<file path="config.mk">
export PLATFORM = sky130hd
export DESIGN_NAME = intv_timer
export DESIGN_NICKNAME = d
export VERILOG_FILES = /design/src/rtl/intv_timer_pkg.sv /design/src/rtl/intv_prescaler.sv /design/src/rtl/intv_counter.sv /design/src/rtl/intv_regs.sv /design/src/rtl/intv_timer.sv
export SDC_FILE = /design/constraint.sdc
export NUM_CORES = 1
export LEC_CHECK = 0
export BUFFER_PORTS_ARGS = -buffer_cell sky130_fd_sc_hd__buf_2
export CAP_MARGIN = 20
export CORE_ASPECT_RATIO = 0.6
export CORE_MARGIN = 1.5
export CORE_UTILIZATION = 44
export DETAILED_ROUTE_END_ITERATION = 7
export GPL_ROUTABILITY_DRIVEN = 0
export GPL_TIMING_DRIVEN = 0
export HOLD_SLACK_MARGIN = 0.1
export SYNTH_ARGS = -nofsm -noshare
export SYNTH_HDL_FRONTEND = slang
export SYNTH_SLANG_ARGS = --single-unit
</file>
<file path="constraint.sdc">
create_clock -name clk -period 3.35 [get_ports clk]
set_input_delay 0.67 -clock clk [delete_from_list [all_inputs] [get_ports clk]]
set_output_delay 0.67 -clock clk [all_outputs]
set_load 0.01 [all_outputs]
</file>
<file path="src/rtl/intv_timer_pkg.sv">
package intv_timer_pkg;

  typedef enum logic [1:0] {
    REG_CKSEL = 2'd0,
    REG_CMP   = 2'd1,
    REG_CTRL  = 2'd2,
    REG_COUNT = 2'd3
  } reg_addr_e;

  localparam int CTRL_RUN_BIT = 0;
  localparam int CTRL_CLR_BIT = 1;

  // Divide exponent for a clock-select code: codes map to 2**code, and the
  // last code skips one step to reach a wider division.
  function automatic int div_shift(input int code, input int ncode);
    return (code == ncode - 1) ? code + 1 : code;
  endfunction

endpackage

</file>
<file path="src/rtl/intv_prescaler.sv">
module intv_prescaler
  import intv_timer_pkg::*;
#(
  parameter int SEL_W = 3,
  parameter int PRE_W = 8
) (
  input  logic             clk,
  input  logic             rst_n,
  input  logic             run,
  input  logic [SEL_W-1:0] sel,
  output logic             tick
);

  localparam int NCODE = 1 << SEL_W;

  logic [PRE_W-1:0] pre_q;
  logic [PRE_W-1:0] pre_d;
  logic [NCODE-1:0] strobe;

  always_comb begin
    if (run) pre_d = pre_q + 1'b1;
    else     pre_d = '0;
  end

  always_ff @(posedge clk or negedge rst_n) begin
    if (!rst_n) pre_q <= '0;
    else        pre_q <= pre_d;
  end

  for (genvar i = 0; i < NCODE; i++) begin : g_strobe
    localparam int SH = div_shift(i, NCODE);
    if (SH == 0) begin : g_full
      assign strobe[i] = 1'b1;
    end else begin : g_div
      assign strobe[i] = &pre_q[SH-1:0];
    end
  end

  assign tick = run & strobe[sel];

  // at any divided rate two strobes are never adjacent
  assert_tick_spacing_R4: assert property (@(posedge clk) disable iff (!rst_n)
    (tick && sel != '0 && $past(sel) == sel) |-> !$past(tick));

endmodule

</file>
<file path="src/rtl/intv_counter.sv">
module intv_counter #(
  parameter int CNT_W = 8
) (
  input  logic             clk,
  input  logic             rst_n,
  input  logic             run,
  input  logic             clr_mode,
  input  logic             tick,
  input  logic [CNT_W-1:0] cmp,
  output logic [CNT_W-1:0] cnt_q,
  output logic             irq_q
);

  logic [CNT_W-1:0] cnt_d;
  logic             irq_d;
  logic             match;
  logic             hit;

  assign match = (cnt_q == cmp);
  assign hit   = tick & match;

  always_comb begin
    cnt_d = cnt_q;
    if (!run) begin
      cnt_d = '0;
    end else if (tick) begin
      if (match && clr_mode) cnt_d = '0;
      else                   cnt_d = cnt_q + 1'b1;
    end
    irq_d = hit;
  end

  always_ff @(posedge clk or negedge rst_n) begin
    if (!rst_n) begin
      cnt_q <= '0;
      irq_q <= 1'b0;
    end else begin
      cnt_q <= cnt_d;
      irq_q <= irq_d;
    end
  end

  assert_clear_on_match_R3: assert property (@(posedge clk) disable iff (!rst_n)
    (hit && clr_mode) |=> (cnt_q == '0 && irq_q));

  assert_single_pulse_R5: assert property (@(posedge clk) disable iff (!rst_n)
    (irq_q && cmp != '0) |=> !irq_q);

  assert_free_wrap_R7: assert property (@(posedge clk) disable iff (!rst_n)
    (tick && !clr_mode && cnt_q == '1) |=> cnt_q == '0);

  assert_stopped_zero_R2: assert property (@(posedge clk) disable iff (!rst_n)
    !run |=> cnt_q == '0);

endmodule

</file>
<file path="src/rtl/intv_regs.sv">
module intv_regs
  import intv_timer_pkg::*;
#(
  parameter int DATA_W = 8,
  parameter int SEL_W  = 3
) (
  input  logic              clk,
  input  logic              rst_n,
  input  logic              we,
  input  logic [1:0]        addr,
  input  logic [DATA_W-1:0] wdata,
  input  logic [DATA_W-1:0] cnt,
  output logic [DATA_W-1:0] rdata,
  output logic [SEL_W-1:0]  cksel_q,
  output logic [DATA_W-1:0] cmp_q,
  output logic              run_q,
  output logic              clr_q
);

  logic [SEL_W-1:0]  cksel_d;
  logic [DATA_W-1:0] cmp_d;
  logic              run_d;
  logic              clr_d;
  logic              unused_wbits;

  assign unused_wbits = ^wdata[DATA_W-1:SEL_W];

  always_comb begin
    cksel_d = cksel_q;
    cmp_d   = cmp_q;
    run_d   = run_q;
    clr_d   = clr_q;
    if (we) begin
      unique case (reg_addr_e'(addr))
        REG_CKSEL: cksel_d = wdata[SEL_W-1:0];
        REG_CMP:   if (!run_q) cmp_d = wdata;
        REG_CTRL: begin
          run_d = wdata[CTRL_RUN_BIT];
          clr_d = wdata[CTRL_CLR_BIT];
        end
        default: ;
      endcase
    end
  end

  always_ff @(posedge clk or negedge rst_n) begin
    if (!rst_n) begin
      cksel_q <= '0;
      cmp_q   <= '0;
      run_q   <= 1'b0;
      clr_q   <= 1'b0;
    end else begin
      cksel_q <= cksel_d;
      cmp_q   <= cmp_d;
      run_q   <= run_d;
      clr_q   <= clr_d;
    end
  end

  always_comb begin
    unique case (reg_addr_e'(addr))
      REG_CKSEL: rdata = {{(DATA_W-SEL_W){1'b0}}, cksel_q};
      REG_CMP:   rdata = cmp_q;
      REG_CTRL:  rdata = {{(DATA_W-2){1'b0}}, clr_q, run_q};
      REG_COUNT: rdata = cnt;
      default:   rdata = '0;
    endcase
  end

  assert_cmp_locked_R6: assert property (@(posedge clk) disable iff (!rst_n)
    (run_q && we && addr == REG_CMP) |=> $stable(cmp_q));

endmodule

</file>
<file path="src/rtl/intv_timer.sv">
module intv_timer
  import intv_timer_pkg::*;
#(
  parameter int CNT_W = 8,
  parameter int SEL_W = 3
) (
  input  logic             clk,
  input  logic             rst_n,
  input  logic             bus_we,
  input  logic [1:0]       bus_addr,
  input  logic [CNT_W-1:0] bus_wdata,
  output logic [CNT_W-1:0] bus_rdata,
  output logic             irq
);

  localparam int NCODE = 1 << SEL_W;
  localparam int PRE_W = div_shift(NCODE - 1, NCODE);

  logic             rst_meta;
  logic             rst_sync_n;
  logic [SEL_W-1:0] cksel;
  logic [CNT_W-1:0] cmp;
  logic [CNT_W-1:0] cnt;
  logic             run;
  logic             clr_mode;
  logic             tick;

  always_ff @(posedge clk or negedge rst_n) begin
    if (!rst_n) begin
      rst_meta   <= 1'b0;
      rst_sync_n <= 1'b0;
    end else begin
      rst_meta   <= 1'b1;
      rst_sync_n <= rst_meta;
    end
  end

  intv_regs #(.DATA_W(CNT_W), .SEL_W(SEL_W)) u_regs (
    .clk     (clk),
    .rst_n   (rst_sync_n),
    .we      (bus_we),
    .addr    (bus_addr),
    .wdata   (bus_wdata),
    .cnt     (cnt),
    .rdata   (bus_rdata),
    .cksel_q (cksel),
    .cmp_q   (cmp),
    .run_q   (run),
    .clr_q   (clr_mode)
  );

  intv_prescaler #(.SEL_W(SEL_W), .PRE_W(PRE_W)) u_pre (
    .clk   (clk),
    .rst_n (rst_sync_n),
    .run   (run),
    .sel   (cksel),
    .tick  (tick)
  );

  intv_counter #(.CNT_W(CNT_W)) u_cnt (
    .clk      (clk),
    .rst_n    (rst_sync_n),
    .run      (run),
    .clr_mode (clr_mode),
    .tick     (tick),
    .cmp      (cmp),
    .cnt_q    (cnt),
    .irq_q    (irq)
  );

endmodule

</file>
## Word-level counts from Yosys, hierarchy flattened

Index checks and enable logic that the tools add are counted.

- Flip-flop bits (word level): 32
- Bits of input ports: 13
- Output and inout bits: 9
- Word-level logic and storage cells: 38

- Add/subtract/negate cells: 2
- Magnitude comparators: 1
- Eq/ne operators: 5
- Mux-type cells: 7
- Bitwise logic cells: 3
- Reduce and logical (&&, ||, !) cells: 11

Operator list:

| operator | count |
|---|---|
| $mux 8 | 4 |
| $pmux 8 s4 | 1 |
| $add 8x1->8 const B | 2 |
| $eq 8x8->1 | 1 |
| $reduce_and 8->1 | 1 |
| $reduce_and 2->1 | 3 |
| $reduce_and 3->1 | 2 |
| $reduce_and 6->1 | 1 |
| $reduce_and 5->1 | 1 |
| $eq 2x2->1 const B | 2 |
| $lt 3x4->1 const B | 1 |
| $reduce_and 4->1 | 1 |
| $bmux 1 s3 | 1 |
| $and 1x1->1 | 2 |
| $eq 2x1->1 const B | 1 |
| $logic_not 2->1 | 1 |
| $ne 2x2->1 const B | 1 |
| $logic_and 1x1->1 | 1 |
| $mux 1 | 1 |
| $not 1->1 | 1 |

## Longest topological paths before layout

- Depth in word-level cells: 6
- Mapped depth: 10
- Depth with buffers taken out: 9

## Hierarchy

From an unflattened synthesis, not the netlist that was laid out.

- Cell total of the unflattened synthesis: 153
- Area total of the unflattened synthesis: 1778.0 um2

By module, submodules not included:

| module | instances | cells an instance | area each (um2) | sequential area each (um2) |
|---|---|---|---|---|
| intv_regs | 1 | 47 | 718.2 | 325.3 |
| intv_counter | 1 | 59 | 554.3 | 225.2 |
| intv_prescaler | 1 | 44 | 451.7 | 200.2 |
| intv_timer | 1 | 3 | 53.8 | 50.0 |

## Worst setup path after synthesis

Ideal clock, no wire load.

- Path type: input to output
- Start: in bus_addr[1]
- End: out bus_rdata[0]
- Arrival time: 1442 ps
- Data required time: 2680 ps
- Slack: 1238 ps
- Cell stages on the path: 2
- Path buffers: 1
- Path through: buf_2 mux4_2

- Word-level cells in the longest chain between the ends: 2
- Elaborated cells between the ends (all ways): 5
- Classes of those cells: eq/ne: 3; mux: 1; reduce/logical: 1

RTL lines:

| what | line | source |
|---|---|---|
| from (decl) | intv_timer.sv:10 | `input logic [1:0] bus_addr,` |
| $eq 2x2->1 (tied with other cells) | intv_regs.sv:61 | `unique case (reg_addr_e'(addr))` |
| $pmux 8 s4 (*) | intv_regs.sv:61 |  |
| to (decl) | intv_timer.sv:12 | `output logic [CNT_W-1:0] bus_rdata,` |

Every way passes the cells marked *; elsewhere a longest branch is shown, timed or not.

## Worst setup path after layout

- Start: in bus_addr[1]
- End: out bus_rdata[1]

Same word-level chain as after synthesis.

==> flow_metrics.tcl <==
set metrics [dict create \
    cts_buffers 5 \
    post-route-util 0.5470 \
    post-route-period-util 0.7192 \
    postCtsSetupBuffers 0 \
    worst_setup_path_start_kind "input port" \
    wl_met1_microns 1890 \
    synthTopCellsByArea "dfrtp_1, mux2_2, xnor2_1" \
    ant_nets 0 \
    drv_cap 0 \
    rows 17 \
    synth_top_area_frac 0.4504 \
    period_minus_slack_ns 2.409 \
    core-area_sq_um 3765 \
    wl_met3_microns 266 \
    maxSlewHeadroom 0.5326 \
    antenna_found_initial 0 \
    ctsRootBufferMaster "clkbuf_8" \
    vias 1364 \
    dpl.cell_count 230 \
    synth_warnings 0 \
    path_buf_inv 3 \
    fin_ws_ns 0.9407 \
    final_common_cell "dfrtp_1" \
    status "completed" \
    critPathCaptureType "output pin" \
    clkTransAtPathRegs_ns 0.06 \
    avgViaCountPerCell 5.731 \
    crit_chain "buf_2 -> buf_2 -> mux4_2 -> buf_2" \
    ios 22 \
    timing.fmax_ghz 0.4151 \
    ys.flop_type "dfrtp_1" \
    worst_slew_pin_slew_ns 0.6947 \
    drc_errors 0 \
    rsz0062_at_grt "no" \
    ctsResizeCount 0 \
    die_x_microns 85.07 \
    antenna_cells 0 \
    dp_hpwl_microns 2734 \
    cpPeakStageDelay_ns 0.55 \
    seq_area_frac_synth 0.4504 \
    crit_family "multiplexers" \
    skew_ns 0.01153 \
    avgSynthCellArea_sq_um 11.04 \
    grt_overflow 0 \
    cp_common_cell "buf_2" \
    cts_tree "yes" \
    ctsHoldBuffers 0 \
    tns_ns 0 \
    slew_violations 0 \
    p_per_area_nw_per_um2 539.7 \
    met2_length_microns 1591 \
    first_global_vias 1261 \
    finalHoldViolations 0 \
    syn_inst 161 \
    max-vdd-ir-drop_v 0.0002896 \
    layoutNonFillerInstCount 238 \
    clk_latency_ns 0.28 \
    synth_cell_types 41 \
    syn_to_final_growth_pct 15.83 \
    crit_path_max_fanout 10 \
    grt_max_degree 21 \
    preCtsSetupSlack_ns 0.9494 \
    path_class "in -> out" \
    clock_path_buffers 2 \
    layout_common_cells "dfrtp_1, buf_2, nand2_1, mux2_2, nand3_1" \
    first_pass_iters 4 \
    yosysTopAreaCell "dfrtp_1" \
    grt_use_total 0.1954 \
    grt_pass1_wl_microns 6430 \
    cp.arrival_ns 1.74 \
    min_path_type "in -> async" \
    nFillCells 316 \
    ys_ff_latch 32 \
    fin_nets 207 \
    die-area_sq_um 4444 \
    io_buffers 21 \
    setup_viol 0 \
    syn-cell-area_sq_um 1778 \
    die_h_microns 52.24 \
    async_reset_ff_frac 1.000 \
    drive_gt1_frac 0.2932 \
    leakagePower_nw 0.9272 \
    start_util 0.4722 \
    highest_layer "met4" \
    crit_path_top_delay_cell "mux4_2" \
    wirelength_microns 3779 \
    drt_iter0_drc 86 \
    clock_sinks 32 \
    htreeDepth 2 \
    synth_edf_count 0 \
    wl_per_cell_microns 15.88 \
    cp.required_ns 2.68 \
    syn_nets 178 \
    hold-worst-slack_ns 0.1668 \
]
worst reg2reg max path: stages, from the launching register on:
cell      delay [ns]
dfrtp_1         0.41
ha_1            0.26
nand3_1         0.14
inv_1           0.06
ha_1            0.17
nand2b_1        0.07
nand3_1         0.07
a31o_2          0.25
buf_6           0.14
nand2_4         0.12
o221ai_1        0.15
cell type report:
cell class | instances | area, sq um | share of cell area
Inverter | 3 | 11.26 | 0.005468
Clock buffer | 8 | 90.09 | 0.04374
Sequential cell | 32 | 800.8 | 0.3888
Tap cell | 47 | 58.81 | 0.02855
Multi-Input combinational cell | 117 | 919.6 | 0.4465
Timing Repair Buffer | 22 | 132.6 | 0.06440
Buffer | 9 | 46.29 | 0.02248
routing by layer:
metal	GRT usage	vias up
met5	0	-
met4	0.05738	0
met3	0.05354	4
met2	0.2831	50
met1	0.2851	669
li1	-	641
kinds of logic after synthesis:
logic type,share of synthesized area
flip-flops,0.4504
AO/OA/AOI/OAI,0.09783
XOR/XNOR,0.05911
multiplexers,0.1471
adder cells (fa/ha/maj),0.02815
AND/OR/NAND/NOR,0.1830
buffers and inverters,0.03237
other,0.002109
cell usage after synthesis (2+ instances only):
cell type / number
o22a_1: 3
inv_1: 2
mux2i_1: 7
o221ai_1: 2
ha_1: 4
clkbuf_1: 4
o41ai_2: 4
and3_1: 4
nor2b_1: 5
nand3_1: 12
nand3b_1: 2
xor2_1: 2
dfrtp_1: 32
nor2_1: 8
nand2_1: 14
and2_1: 3
mux2_2: 13
buf_2: 4
o22ai_1: 3
mux4_2: 2
nand2b_1: 2
xnor2_1: 10
metrics by stage:
| step | area [sq um] | power, mW |
|---|---|---|
| floorplan | 1778 | 0.7213 |
| global placement | 1942 | 0.7946 |
| detailed placement | 1969 | 0.8092 |
| CTS | 2059 | 1.123 |
| global route | 2059 | 1.183 |
| finish | 2059 | 1.111 |
power breakdown:
group | internal (mW) | switching [mW] | total, mW
Sequential | 0.448 | 0.0727 | 0.520
Combinational | 0.143 | 0.139 | 0.282
Clock | 0.168 | 0.142 | 0.309
Total | 0.758 | 0.354 | 1.11
final timing paths:
| path | depth (start not counted) | startpoint | to | slack [ns] |
|---|---|---|---|---|
| max | 4 | bus_addr[1] | bus_rdata[1] | 0.94 |
| min | 1 | rst_n | rst_meta | 0.17 |
| max reg2reg | 10 | u_pre.pre_q[0] | u_cnt.cnt_q[7] | 1.38 |
| min reg2reg | 0 | rst_sync_n | u_regs.clr_q | 0.22 |
| max in group asynchronous | 1 | rst_sync_n | u_pre.pre_q[0] | 2.64 |
| min in group clk | 0 | rst_meta | rst_sync_n | 0.36 |
sequential cells by signal (all words and copies together) (netlist names):
register / count
rst_sync_n: 1
u_cnt.irq_q: 1
u_cnt.cnt_q: 8
u_regs.cksel_q: 3
rst_meta: 1
u_regs.run_q: 1
u_regs.cmp_q: 8
u_regs.clr_q: 1
u_pre.pre_q: 8
Power figures use the tool's default switching activity.
